[src/rtl/mres_pkg.sv]
package mres_pkg;

  typedef enum logic [2:0] {
    RM_FETCH            = 3'd0,
    RM_MOVE             = 3'd1,
    RM_MOVE_SETM        = 3'd2,
    RM_FETCH_SEND       = 3'd3,
    RM_MOVE_SEND        = 3'd4,
    RM_FETCH_SETM       = 3'd5,
    RM_MOVE_SETM_PSEND  = 3'd6,
    RM_MOVE_SETM_FSEND  = 3'd7
  } rmode_e;

  typedef enum logic [1:0] {
    SD_RESULT = 2'd0,
    SD_PARAM  = 2'd1,
    SD_FIELD  = 2'd2
  } sdsel_e;

  typedef struct packed {
    logic   dst_param;
    logic   pop;
    logic   set_m;
    logic   send;
    sdsel_e sel;
  } rctl_t;

  function automatic rctl_t decode_mode(input logic [2:0] m);
    rctl_t c;
    c = '{dst_param: 1'b0, pop: 1'b0, set_m: 1'b0, send: 1'b0, sel: SD_RESULT};
    unique case (rmode_e'(m))
      RM_FETCH:           begin c.dst_param = 1'b1; c.pop = 1'b1; end
      RM_MOVE:            ;
      RM_MOVE_SETM:       c.set_m = 1'b1;
      RM_FETCH_SEND:      begin c.dst_param = 1'b1; c.pop = 1'b1; c.send = 1'b1; end
      RM_MOVE_SEND:       c.send = 1'b1;
      RM_FETCH_SETM:      begin c.dst_param = 1'b1; c.pop = 1'b1; c.set_m = 1'b1; end
      RM_MOVE_SETM_PSEND: begin c.pop = 1'b1; c.set_m = 1'b1; c.send = 1'b1; c.sel = SD_PARAM; end
      RM_MOVE_SETM_FSEND: begin c.set_m = 1'b1; c.send = 1'b1; c.sel = SD_FIELD; end
      default:            ;
    endcase
    return c;
  endfunction

endpackage

[src/rtl/mres_param_buf.sv]
module mres_param_buf #(
  parameter int DW    = 32,
  parameter int DEPTH = 16
) (
  input  logic          clk,
  input  logic          rst,
  input  logic          clr,
  input  logic          push,
  input  logic [DW-1:0] push_data,
  input  logic          pop,
  output logic [DW-1:0] pop_data,
  output logic          underflow
);
  localparam int PW = (DEPTH > 1) ? $clog2(DEPTH) : 1;
  localparam int CW = $clog2(DEPTH + 1);
  localparam logic [CW-1:0] FULL_CNT = CW'(DEPTH);
  localparam logic [PW-1:0] LAST_PTR = PW'(DEPTH - 1);

  logic [DW-1:0] mem [DEPTH];
  logic [PW-1:0] wr_ptr, rd_ptr;
  logic [CW-1:0] cnt;
  logic          empty, full, push_ok, pop_ok;

  assign empty   = (cnt == '0);
  assign full    = (cnt == FULL_CNT);
  assign push_ok = push && !full && !clr;
  assign pop_ok  = pop && !empty && !clr;

  assign pop_data  = empty ? '0 : mem[rd_ptr];
  assign underflow = pop && empty;

  // Storage without reset so it maps onto RAM
  always_ff @(posedge clk) begin
    if (push_ok) mem[wr_ptr] <= push_data;
  end

  always_ff @(posedge clk) begin
    if (rst || clr) begin
      wr_ptr <= '0;
      rd_ptr <= '0;
      cnt    <= '0;
    end else begin
      if (push_ok) wr_ptr <= (wr_ptr == LAST_PTR) ? '0 : wr_ptr + 1'b1;
      if (pop_ok)  rd_ptr <= (rd_ptr == LAST_PTR) ? '0 : rd_ptr + 1'b1;
      case ({push_ok, pop_ok})
        2'b10:   cnt <= cnt + 1'b1;
        2'b01:   cnt <= cnt - 1'b1;
        default: cnt <= cnt;
      endcase
    end
  end

  // an empty pop leaves the read position where it was
  assert_pop_empty_hold_R12: assert property (@(posedge clk) disable iff (rst)
    (pop && empty && !clr) |=> $stable(rd_ptr));

  // a push into a full queue does not grow it
  assert_full_push_ignored_R14: assert property (@(posedge clk) disable iff (rst)
    (push && full && !pop && !clr) |=> (cnt == FULL_CNT));

  // count never exceeds capacity
  assert_cnt_bound_R13: assert property (@(posedge clk) disable iff (rst)
    cnt <= FULL_CNT);

endmodule

[src/rtl/mres_method_reg.sv]
module mres_method_reg #(
  parameter int DW = 32,
  parameter int AW = 12,
  parameter int IW = 6
) (
  input  logic          clk,
  input  logic          rst,
  input  logic          clr,
  input  logic          load,
  input  logic [DW-1:0] load_val,
  input  logic          adv,
  output logic [AW-1:0] send_addr
);
  logic [AW-1:0] addr_q;
  logic [IW-1:0] inc_q;
  logic [AW-1:0] eff_addr;
  logic [IW-1:0] eff_inc;

  assign eff_addr  = load ? load_val[AW-1:0]      : addr_q;
  assign eff_inc   = load ? load_val[AW+IW-1:AW]  : inc_q;
  assign send_addr = eff_addr;

  always_ff @(posedge clk) begin
    if (rst || clr) begin
      addr_q <= '0;
      inc_q  <= '0;
    end else if (load || adv) begin
      addr_q <= adv ? eff_addr + AW'(eff_inc) : eff_addr;
      inc_q  <= eff_inc;
    end
  end

  // a send without a reload steps the address by the stride, modulo 2^AW
  assert_stride_step_R10: assert property (@(posedge clk) disable iff (rst)
    (adv && !load && !clr) |=> (addr_q == AW'($past(addr_q) + AW'($past(inc_q)))));

  // with neither load nor send the register holds
  assert_hold_idle_R3: assert property (@(posedge clk) disable iff (rst)
    (!adv && !load && !clr) |=> ($stable(addr_q) && $stable(inc_q)));

endmodule

[src/rtl/mres_dispatch.sv]
module mres_dispatch #(
  parameter int DW    = 32,
  parameter int RW    = 3,
  parameter int AW    = 12,
  parameter int IW    = 6,
  parameter int DEPTH = 16
) (
  input  logic          clk,
  input  logic          rst,
  input  logic          start,
  input  logic          prm_push,
  input  logic [DW-1:0] prm_data,
  input  logic          instr_valid,
  input  logic [DW-1:0] res,
  input  logic [RW-1:0] dst,
  input  logic [2:0]    mode,
  output logic          rf_we,
  output logic [RW-1:0] rf_waddr,
  output logic [DW-1:0] rf_wdata,
  output logic          mw_valid,
  output logic [AW-1:0] mw_addr,
  output logic [DW-1:0] mw_data,
  output logic          prm_err
);
  import mres_pkg::*;

  rctl_t         ctl;
  logic          act, pop, load, adv, underflow;
  logic [DW-1:0] pop_data, wb_val, snd_val;
  logic [AW-1:0] send_addr;

  assign ctl  = decode_mode(mode);
  assign act  = instr_valid && !start;
  assign pop  = act && ctl.pop;
  assign load = act && ctl.set_m;
  assign adv  = act && ctl.send;

  mres_param_buf #(.DW(DW), .DEPTH(DEPTH)) u_pbuf (
    .clk       (clk),
    .rst       (rst),
    .clr       (start),
    .push      (prm_push),
    .push_data (prm_data),
    .pop       (pop),
    .pop_data  (pop_data),
    .underflow (underflow)
  );

  mres_method_reg #(.DW(DW), .AW(AW), .IW(IW)) u_mreg (
    .clk       (clk),
    .rst       (rst),
    .clr       (start),
    .load      (load),
    .load_val  (res),
    .adv       (adv),
    .send_addr (send_addr)
  );

  assign wb_val = ctl.dst_param ? pop_data : res;

  always_comb begin
    unique case (ctl.sel)
      SD_PARAM: snd_val = pop_data;
      SD_FIELD: snd_val = DW'(res[AW+IW-1:AW]);
      default:  snd_val = res;
    endcase
  end

  always_ff @(posedge clk) begin
    if (rst) begin
      rf_we    <= 1'b0;
      rf_waddr <= '0;
      rf_wdata <= '0;
      mw_valid <= 1'b0;
      mw_addr  <= '0;
      mw_data  <= '0;
      prm_err  <= 1'b0;
    end else begin
      rf_we    <= act && (dst != '0);
      rf_waddr <= dst;
      rf_wdata <= wb_val;
      mw_valid <= adv;
      mw_addr  <= send_addr;
      mw_data  <= snd_val;
      prm_err  <= pop && underflow;
    end
  end

  // register 0 is never written
  assert_no_r0_write_R11: assert property (@(posedge clk) disable iff (rst)
    rf_we |-> (rf_waddr != '0));

  // a method write only follows a presented instruction, and lasts one cycle unless one follows
  assert_send_follows_instr_R10: assert property (@(posedge clk) disable iff (rst)
    mw_valid |-> $past(instr_valid));

  // an error only follows an instruction that consumes a parameter
  assert_err_follows_pop_R12: assert property (@(posedge clk) disable iff (rst)
    prm_err |-> ($past(instr_valid) && $past(mode) != 3'd1 && $past(mode) != 3'd2
                 && $past(mode) != 3'd4 && $past(mode) != 3'd7));

  // a start cycle produces no outputs in the following cycle
  assert_start_quiet_R1: assert property (@(posedge clk) disable iff (rst)
    start |=> (!rf_we && !mw_valid && !prm_err));

endmodule

[config.mk]
export PLATFORM = sky130hd
export DESIGN_NAME = mres_dispatch
export DESIGN_NICKNAME = d
export VERILOG_FILES = /design/src/rtl/mres_pkg.sv /design/src/rtl/mres_param_buf.sv /design/src/rtl/mres_method_reg.sv /design/src/rtl/mres_dispatch.sv
export SDC_FILE = /design/constraint.sdc
export NUM_CORES = 1
export LEC_CHECK = 0
export BUFFER_PORTS_ARGS = -buffer_cell sky130_fd_sc_hd__buf_2
export CORE_MARGIN = 2
export CORE_UTILIZATION = 67
export CTS_BUF_LIST = sky130_fd_sc_hd__clkbuf_2 sky130_fd_sc_hd__clkbuf_4 sky130_fd_sc_hd__clkbuf_8
export DETAILED_ROUTE_END_ITERATION = 6
export PLACE_DENSITY = 0.94
export RECOVER_POWER = 50
export SETUP_SLACK_MARGIN = 0.1
export SLEW_MARGIN = 40
export SYNTH_ARGS = -nofsm -noshare
export SYNTH_HDL_FRONTEND = slang
export SYNTH_SLANG_ARGS = --single-unit
[constraint.sdc]
create_clock -name clk -period 11.82 [get_ports clk]
set_clock_uncertainty 0.2 [all_clocks]
set_input_delay 1.182 -clock clk [delete_from_list [all_inputs] [get_ports clk]]
set_output_delay 1.182 -clock clk [all_outputs]
set_load 0.01 [all_outputs]
==> metrics.txt <==
status finished, violations left; failing checks capacitance limit, slew limit; Core ar. 35500 sq um; fin crit period 5.15 ns; Worst Path Max Fanout 22; DRT Wirelength 55400 microns; setup_tns 0 ns; RSZ-0062 raised after global routing false; first-pass GRT wire length 82200 microns; Achievable Freq 194 MHz; cell taking the most area after synthesis edfxtp_1; flip-flop and latch count after synthesis 629; IO Count 157; Mapped Cells 1244; Synth Cell Area 24100 sq um; final net count 1542; TritonRoute pass-1 iters 6; post-CTS setup buffers 0; Syn Nets 1337; Synth Area per Inst 19.3 sq um; routed length per placed instance 27.9 microns; Routed Antenna Nets 0; yosys warns 0; max-slew violation count 51; Crit. End Element flop; hold slack final 0.297 ns; Hold Path Class flop to flop; WP data required 12.13 ns; synth top area cells edfxtp_1 64%, mux4_2 13%, dfxtp_1 9.7%, mux2i_1 2.7%, a22o_1 2.1%; reg-to-reg setup timing slack 8.09 ns; RR Endpoint u_pbuf.mem[9][10]; vias in the first global route 13500; sequential element share of the synthesized area 73.6%; crit path kind input pin to flop; GRT Residual Overflow 0; final hold vios 0; max cap viols 3; Max rail drop VDD 135 uV; Clock transition at path regs 0.06 ns; Die X 194 microns; Reg2Reg Launch Point u_pbuf.cnt[1]; CTS max path bufs 3; routed via count 13100; layout cells sized above 1 26.3%; DRT iter0 DRCs 1342; TritonCTS buffer count 93; Tightest Pin Transition 1.84 ns; hold path start u_mreg.addr_q[4]; Hold Buf Count CTS 0; top post-synthesis cells by count 512 x edfxtp_1, 134 x mux4_2, 117 x dfxtp_1; pin count of the biggest net entering global routing 59; Final setup viols 0; die area 37500 sq um; PortBufs 156; Leakage 8.74 nW; PD cells 160 nW/um^2; initial core utilization 67.8%; CTS tree built; H-tree Lvls 3; HPWL Detailed 30400 microns; Primary FF master, synth edfxtp_1; DRC Markers 0; Vias per Instance 6.60; # resized after CTS 0; RePlAce Congestion 0.888; worst hold path depth 2; clk_lat worst skew 0.66 ns; FILL cells 1823; synthesis-to-layout area growth 12.9%; Root Buffer clkbuf_8; Sw Pwr 0.909 mW; number of synthesized flops with an enable pin 512; clock power share 40.9%; net switching fraction of the power 20.9%; internal power 3.44 mW; relative slew slack -22.8%; Worst Path Arrival 5.46 ns; share of the synthesized area in the top cell type 63.9%; chip height 194 microns; sequential share of power 55.8%; worst hold endpoint mw_addr[4]; R2R cell count 6; GRT Overall Usage 29.9%; Unique masters post-synth 51; Comb pwr share 3.3%; CP Launch Type input pin; Placement Rows 69; count leader, synth edfxtp_1; initial antenna violation count 4; CTS sink cnt 629; Synth async-reset ratio 0%; Tcrit/Tclk final 43.6%
## through the flow
stage / std cells / worst slack [ns] / util, % / power, mW / area, sq um
2_1_floorplan: 1244 / 7.01 / - / 2.54 / 24100
3_3_place_gp: 1813 / 6.88 / 71.5 / 2.61 / 25400
6_report: 1988 / 6.67 / 76.6 / 4.35 / 27200
3_5_place_dp: 1815 / 6.96 / 71.6 / 2.62 / 25400
5_1_grt: 1988 / 6.44 / 76.6 / 4.46 / 27200
4_1_cts: 1986 / 7.65 / 77.0 / 4.36 / 27300
## worst max-delay path, cell delays in order
cell	delay [ns]
clkbuf_1	0.12
nand2b_1	0.42
nor2_1	1.49
mux2i_1	0.34
inv_1	0.13
ha_1	0.20
inv_1	0.08
fa_1	0.45
nand2b_1	0.20
a21oi_1	0.20
o31ai_1	0.15
a21o_1	0.23
xor2_1	0.16
o22ai_1	0.10
## sequential cells by signal (all words and copies together), names as in the netlist, named ones only
register       count
rf_wdata          32
rf_waddr           3
u_pbuf.rd_ptr      4
u_mreg.addr_q     12
u_mreg.inc_q       6
prm_err            1
mw_data           32
u_pbuf.wr_ptr      4
mw_valid           1
rf_we              1
mw_addr           12
u_pbuf.mem       512
u_pbuf.cnt         5
## area by class of cell
cell class              count  area [sq um]  area share [%]
diodes                      2          5.00          0.0184
inverters                  11          41.3           0.152
flip-flops and latches    629         17700            65.2
clock inverters            30           194           0.713
well taps                 461           577            2.12
clock buffers             141          1720            6.31
multi-input cells         531          6050            22.2
repair buffers            183           875            3.22
## cells by family after synthesis
kind of cell	Yosys count	share of synthesized area (%)
multiplexers	210	15.8
flip-flops	629	73.6
adder cells (fa/ha/maj)	18	0.967
XOR/XNOR	19	0.723
AO/OA/AOI/OAI	145	4.35
buffers and inverters	84	1.77
AND/OR/NAND/NOR	139	2.81
## placed cells by master (no fill, tap or decap), types with 16 or more instances in the layout
master	instances
edfxtp_1	512
mux4_2	134
dfxtp_1	114
clkbuf_1	111
clkbuf_8	105
mux2i_1	65
a22o_1	58
buf_2	46
nor2_1	40
clkbuf_4	36
o22ai_1	30
nand2_1	27
buf_4	22
ha_1	17
clkinv_1	16
## worst max path at each step
stage | from | endpoint | depth (start not counted)
finish | start | u_mreg.addr_q[8] | 14
global route | start | u_mreg.addr_q[8] | 14
CTS | start | u_mreg.addr_q[8] | 14
detailed placement | start | u_mreg.addr_q[8] | 13
global placement | start | u_mreg.addr_q[8] | 13
floorplan | prm_push | u_pbuf.mem[3][0] | 5
## layer usage
layer | routed length, microns | share of wire (%) | vias to the layer above | global-route usage [%]
met5 | 26 | 0.047 | - | 0
met4 | 2310 | 4.2 | 4 | 12.0
met3 | 5570 | 10 | 195 | 6.73
met2 | 27800 | 50 | 931 | 49.9
met1 | 19600 | 35 | 6545 | 38.7
li1 | - | - | 5449 | -
## power groups by stage
| stage | Sequential, mW | Combinational [mW] | Clock (mW) |
|---|---|---|---|
| floorplan | 2.48 | 0.0629 | 0 |
| global placement | 2.47 | 0.139 | 0 |
| detailed placement | 2.47 | 0.147 | 0 |
| CTS | 2.42 | 0.149 | 1.79 |
| global route | 2.42 | 0.155 | 1.88 |
| finish | 2.42 | 0.144 | 1.78 |
No activity file was read; power rests on OpenSTA's default activity.
